File: config.mk
export PLATFORM = sky130hd
export DESIGN_NAME = alu4_mode_core
export DESIGN_NICKNAME = d
export VERILOG_FILES = /design/src/rtl/alu4_mode_pkg.sv /design/src/rtl/alu4_rst_sync.sv /design/src/rtl/alu4_operand_stage.sv /design/src/rtl/alu4_term_gen.sv /design/src/rtl/alu4_ripple_chain.sv /design/src/rtl/alu4_mode_core.sv
export SDC_FILE = /design/constraint.sdc
export NUM_CORES = 1
export LEC_CHECK = 0
export BUFFER_PORTS_ARGS = -buffer_cell sky130_fd_sc_hd__buf_2
export CAP_MARGIN = 40
export CELL_PAD_IN_SITES_DETAIL_PLACEMENT = 1
export CELL_PAD_IN_SITES_GLOBAL_PLACEMENT = 1
export CORE_UTILIZATION = 37
export DETAILED_ROUTE_END_ITERATION = 16
export PLACE_DENSITY_LB_ADDON = 0.08
export RECOVER_POWER = 25
export SLEW_MARGIN = 20
export SYNTH_ARGS = -nofsm -noshare
export SYNTH_HDL_FRONTEND = slang
export SYNTH_SLANG_ARGS = --single-unit
File: constraint.sdc
create_clock -name clk -period 3.2 [get_ports clk]
set_clock_uncertainty 0.1 [all_clocks]
set_input_delay 0.32 -clock clk [delete_from_list [all_inputs] [get_ports clk]]
set_output_delay 0.32 -clock clk [all_outputs]
set_load 0.005 [all_outputs]
File: src/rtl/alu4_mode_pkg.sv
package alu4_mode_pkg;
  localparam int SEL_W = 4;

  typedef struct packed {
    logic             mode_logic;
    logic [SEL_W-1:0] sel;
    logic             carry_in;
  } alu_ctrl_t;
endpackage

File: src/rtl/alu4_rst_sync.sv
module alu4_rst_sync #(
  parameter int STAGES = 2
) (
  input  logic clk,
  input  logic rst_n,
  output logic rst_n_sync
);
  logic [STAGES-1:0] sync_q;
  logic [STAGES-1:0] sync_d;

  always_comb begin
    sync_d = {sync_q[STAGES-2:0], 1'b1};
  end

  always_ff @(posedge clk or negedge rst_n) begin
    if (!rst_n) begin
      sync_q <= '0;
    end else begin
      sync_q <= sync_d;
    end
  end

  assign rst_n_sync = sync_q[STAGES-1];
endmodule

File: src/rtl/alu4_operand_stage.sv
module alu4_operand_stage
  import alu4_mode_pkg::*;
#(
  parameter int W = 4
) (
  input  logic         clk,
  input  logic         rst_n,
  input  logic         en,
  input  logic [W-1:0] a_d,
  input  logic [W-1:0] b_d,
  input  alu_ctrl_t    ctrl_d,
  output logic [W-1:0] a_q,
  output logic [W-1:0] b_q,
  output alu_ctrl_t    ctrl_q
);
  logic [W-1:0] a_nxt;
  logic [W-1:0] b_nxt;
  alu_ctrl_t    ctrl_nxt;

  // next-state: explicit clock enable
  always_comb begin
    a_nxt    = a_q;
    b_nxt    = b_q;
    ctrl_nxt = ctrl_q;
    if (en) begin
      a_nxt    = a_d;
      b_nxt    = b_d;
      ctrl_nxt = ctrl_d;
    end
  end

  always_ff @(posedge clk or negedge rst_n) begin
    if (!rst_n) begin
      a_q    <= '0;
      b_q    <= '0;
      ctrl_q <= '0;
    end else begin
      a_q    <= a_nxt;
      b_q    <= b_nxt;
      ctrl_q <= ctrl_nxt;
    end
  end
endmodule

File: src/rtl/alu4_term_gen.sv
module alu4_term_gen
  import alu4_mode_pkg::*;
#(
  parameter int W = 4
) (
  input  logic [W-1:0]     a,
  input  logic [W-1:0]     b,
  input  logic [SEL_W-1:0] sel,
  output logic [W-1:0]     x_term,
  output logic [W-1:0]     y_term
);
  // per-bit operand shaping; the select gates B and its complement
  for (genvar i = 0; i < W; i++) begin : g_bit
    assign x_term[i] = a[i] | (b[i] & sel[0]) | (~b[i] & sel[1]);
    assign y_term[i] = (a[i] & b[i] & sel[3]) | (a[i] & ~b[i] & sel[2]);
  end
endmodule

File: src/rtl/alu4_ripple_chain.sv
module alu4_ripple_chain #(
  parameter int W = 4
) (
  input  logic [W-1:0] x_term,
  input  logic [W-1:0] y_term,
  input  logic         cin,
  input  logic         logic_mode,
  output logic [W-1:0] result,
  output logic         carry_out,
  output logic         grp_gen,
  output logic         grp_prop
);
  logic [W-1:0] gen_bit;
  logic [W-1:0] prop_bit;
  logic [W-1:0] sum_bit;
  logic [W-1:0] lgc_bit;
  logic [W:0]   carry;
  logic [W:0]   gen_chain;

  assign carry[0]     = cin;
  assign gen_chain[0] = 1'b0;

  for (genvar i = 0; i < W; i++) begin : g_stage
    assign gen_bit[i]      = x_term[i] & y_term[i];
    assign prop_bit[i]     = x_term[i] | y_term[i];
    assign carry[i+1]      = gen_bit[i] | (prop_bit[i] & carry[i]);
    assign gen_chain[i+1]  = gen_bit[i] | (prop_bit[i] & gen_chain[i]);
    assign sum_bit[i]      = x_term[i] ^ y_term[i] ^ carry[i];
    assign lgc_bit[i]      = ~(x_term[i] ^ y_term[i]);
  end

  always_comb begin
    if (logic_mode) begin
      result    = lgc_bit;
      carry_out = 1'b0;
      grp_gen   = 1'b0;
      grp_prop  = 1'b0;
    end else begin
      result    = sum_bit;
      carry_out = carry[W];
      grp_gen   = gen_chain[W];
      grp_prop  = &prop_bit;
    end
  end
endmodule

File: src/rtl/alu4_mode_core.sv
module alu4_mode_core
  import alu4_mode_pkg::*;
#(
  parameter int WIDTH       = 4,
  parameter int SYNC_STAGES = 2
) (
  input  logic             clk,
  input  logic             rst_n,
  input  logic             en,
  input  logic [WIDTH-1:0] a_in,
  input  logic [WIDTH-1:0] b_in,
  input  logic             mode_logic,
  input  logic [SEL_W-1:0] sel,
  input  logic             carry_in,
  output logic [WIDTH-1:0] result,
  output logic             carry_out,
  output logic             equal_flag,
  output logic             grp_gen,
  output logic             grp_prop
);
  logic             rst_n_int;
  logic [WIDTH-1:0] a_q;
  logic [WIDTH-1:0] b_q;
  alu_ctrl_t        ctrl_d;
  alu_ctrl_t        ctrl_q;
  logic [WIDTH-1:0] x_term;
  logic [WIDTH-1:0] y_term;

  assign ctrl_d = '{mode_logic: mode_logic, sel: sel, carry_in: carry_in};

  alu4_rst_sync #(.STAGES(SYNC_STAGES)) u_rst_sync (
    .clk        (clk),
    .rst_n      (rst_n),
    .rst_n_sync (rst_n_int)
  );

  alu4_operand_stage #(.W(WIDTH)) u_operands (
    .clk    (clk),
    .rst_n  (rst_n_int),
    .en     (en),
    .a_d    (a_in),
    .b_d    (b_in),
    .ctrl_d (ctrl_d),
    .a_q    (a_q),
    .b_q    (b_q),
    .ctrl_q (ctrl_q)
  );

  alu4_term_gen #(.W(WIDTH)) u_terms (
    .a      (a_q),
    .b      (b_q),
    .sel    (ctrl_q.sel),
    .x_term (x_term),
    .y_term (y_term)
  );

  alu4_ripple_chain #(.W(WIDTH)) u_chain (
    .x_term     (x_term),
    .y_term     (y_term),
    .cin        (ctrl_q.carry_in),
    .logic_mode (ctrl_q.mode_logic),
    .result     (result),
    .carry_out  (carry_out),
    .grp_gen    (grp_gen),
    .grp_prop   (grp_prop)
  );

  assign equal_flag = &result;
endmodule

==> flow_metrics.py <==
metrics = {
    "drt": {
        "detail_route.vias_per_cell": 5.02,
        "wire_per_inst_um": 14.8,
        "ant_nets": 0,
        "dr_total_vias": 793,
        "remaining_drc_errors": 0,
        "drt-initial-drc-count": 3,
        "firstDrtPassIters": 2,
        "routed_wl_um": 2350,
    },
    "hold_path": {
        "whs_path_depth": 3,
        "hold_class": "in -> reg",
    },
    "clock_network": {
        "htree_levels": 1,
        "cts_tree": "built",
        "cts_buffer_depth": 2,
        "cts_root_buffer": "clkbuf_4",
        "cts.clk_slew.worst_paths_ps": 90,
        "cts-buffers-inserted": 3,
        "clkLatencyLatePin_ps": 290,
        "clock_sinks": 16,
    },
    "power_and_ir_drop": {
        "p_leak_nw": 0.655,
        "p_sw_share_pct": 31.0,
        "p_int_uw": 431,
        "power_frac_seq_pct": 38.6,
        "cellPowerDensity_nw_per_um2": 468,
        "p_total_uw": 625,
        "switching_power_uw": 194,
        "peakVddDrop_uv": 244,
        "p_comb_share_pct": 39.6,
        "clockPowerShare_pct": 21.8,
    },
    "yosys": {
        "yosysUniqueCellTypes": 23,
        "synth_fp_nets": 118,
        "syn_area_um2": 1040,
        "synth_common_cells": "16 x dfrtp_1, 16 x mux2_2, 12 x inv_1",
        "synth_edf_count": 0,
        "syn-instance-count": 89,
        "ys_seq_area_share_pct": 38.6,
        "async_flop_share_pct": 100,
        "ys_warn_count": 0,
        "synth_flop_cell": "dfrtp_1",
        "yosysTopAreaCellShare_pct": 38.6,
        "ys_seq_elements": 16,
        "synth.avg_cell_area_um2": 11.7,
        "yosys.area.top_type": "dfrtp_1",
        "synthTopCellsByArea": "dfrtp_1 39%, mux2_2 17%, ha_1 9.7%, fa_1 7.7%, inv_1 4.3%",
    },
    "placed_design": {
        "gp_congestion": 0.690,
        "port_buffers": 24,
        "dp_hpwl_um": 1920,
    },
    "finish": {
        "drive_above_1_share_pct": 51.6,
        "syn_to_final_growth_pct": 28.6,
        "design.final.nets": 158,
        "n_antenna_cell": 0,
    },
    "floorplan": {
        "num_rows": 18,
        "die_h_um": 54.9,
        "core_um2": 2570,
        "start_util_pct": 40.4,
        "dieArea_um2": 3020,
        "die_x_um": 54.9,
        "num_io_pins": 25,
    },
    "grt": {
        "grt_overflow": 0,
        "grt_pass1_vias": 847,
        "antenna_found_initial": 0,
        "grt.total_usage_pct": 18.2,
        "grt_max_degree": 17,
        "grt_first_pass_wirelength_um": 3730,
    },
    "status": {
        "violations": "setup timing",
        "outcome": "finished, violations left",
    },
    "sta": {
        "whs_ps": 143,
        "tns_ps": -460,
        "rsz0062_at_grt": "yes",
        "relSlewSlack_pct": 59.9,
        "max_freq_mhz": 290,
        "period_minus_slack_ps": 3440,
        "worst_pin_slew_ps": 602,
        "worst_slack_ps": -243,
        "slew_viol_final": 0,
        "finalCritPeriodShare_pct": 108,
        "setup_viol": 2,
        "finalHoldViolations": 0,
    },
    "setup_path": {
        "rr_worst_depth": 2,
        "startpoint_type": "flip-flop",
        "cp.required_ps": 2780,
        "cp_max_fo": 3,
        "crit_type": "reg -> out",
        "cp.arrival_ps": 3020,
        "r2r_slack_ps": 2140,
        "endpoint_kind": "primary output",
    },
    "flow_run": {
        "maxCapViolCount": 0,
    },
}
-- worst max-delay path, stage by stage (launching register included) --
cell and delay (ps):
dfrtp_1 420, mux2_4 200, and2_4 130, inv_2 40, fa_2 380, fa_2 350, fa_2 340, inv_2 60
fa_1 410, nand2b_1 100, o21ai_2 50, and4_1 130, buf_2 120
-- cells by family (layout without fill, tap and decap cells) --
kind of cell | after synthesis | count (layout) | synth area share [%]
mux | 19 | 19 | 20.3
compound gates | 10 | 10 | 6.39
buf+inv | 15 | 54 | 7.00
other cells | 1 | 1 | 0.362
fa+ha+maj | 12 | 12 | 17.4
simple gates | 16 | 16 | 10.0
flops | 16 | 16 | 38.6
-- cell type report --
type / count / area (um2)
multi-input combinational: 58 / 582
sequential: 16 / 400
fill: 301 / 1230
tap: 30 / 37.5
inverter: 12 / 45.0
timing repair buffer: 38 / 233
clock buffer: 4 / 36.3
-- repair_timing --
| action | CTS | global route |
|---|---|---|
| hold buffers | 1 | 0 |
| gates resized for setup | 9 | 1 |
| buffers inserted | 3 | 0 |
| pin swaps | 7 | 5 |
| setup endpoints to repair | 3 | 3 |
| hold endpoints to repair | 2 | 0 |
-- flip-flops by register name (all words and copies together) (netlist names) --
| signal | count |
|---|---|
| u_operands.b_q | 4 |
| u_operands.a_q | 4 |
| u_rst_sync.sync_q | 2 |
| u_operands.ctrl_q | 6 |
-- metal layers --
| metal | routed length [um] | GRT usage (%) |
|---|---|---|
| met3 | 62 | 3.28 |
| met1 | 983 | 19.9 |
| met2 | 1270 | 34.7 |
| met4 | 29 | 6.25 |
| met5 | 0 | 0 |
-- placed cells by master, fill, tap and decap left out --
master	Yosys	final
fa_1	4	1
clkbuf_1	0	1
nand2_1	2	2
nor2_2	1	1
inv_2	0	3
mux2_4	0	1
o21ai_0	2	2
a211oi_1	2	2
o21ai_2	0	1
and4_1	1	1
clkbuf_4	0	3
clkbuf_8	0	1
and2_4	0	1
a211o_1	2	2
fa_2	0	3
ha_1	8	8
buf_2	1	22
dlygate4sd3_1	0	1
o41ai_1	1	1
or4_4	1	1
buf_4	0	13
nor2b_1	5	5
buf_6	2	1
a21oi_1	2	2
nand2b_1	1	1
mux2i_1	3	3
nor3b_1	1	1
and2_1	4	3
dfrtp_1	16	16
inv_1	12	9
mux2_2	16	15
conb_1	1	1
-- power by group through the flow --
stage / sequential [mW] / clock (mW) / combinational (mW)
2_1_floorplan: 0.239 / 0 / 0.132
3_3_place_gp: 0.244 / 0 / 0.213
3_5_place_dp: 0.245 / 0 / 0.227
4_1_cts: 0.242 / 0.142 / 0.250
5_1_grt: 0.245 / 0.148 / 0.281
6_report: 0.241 / 0.136 / 0.247
-- worst paths after layout --
| check | start | to |
|---|---|---|
| max | u_operands.b_q[0] | equal_flag |
| min | carry_in | u_operands.ctrl_q[0] |
| max reg2reg | u_operands.ctrl_q[5] | u_operands.ctrl_q[5] |
| min reg2reg | u_rst_sync.sync_q[1] | u_operands.b_q[3] |
| max in group asynchronous | u_rst_sync.sync_q[1] | u_operands.ctrl_q[0] |
| min in group asynchronous | u_rst_sync.sync_q[1] | u_operands.b_q[3] |
-- per-stage QoR --
stage	worst slack (ps)	instances	util, %	area (um2)
after floorplan	38.7	89	-	1040
after global placement	-100	150	48.4	1240
after detailed placement	-173	150	48.4	1240
after CTS	-355	158	51.9	1330
after global routing	-368	158	51.9	1330
final	-243	158	51.9	1330
No activity file was read; power rests on OpenSTA's default activity.
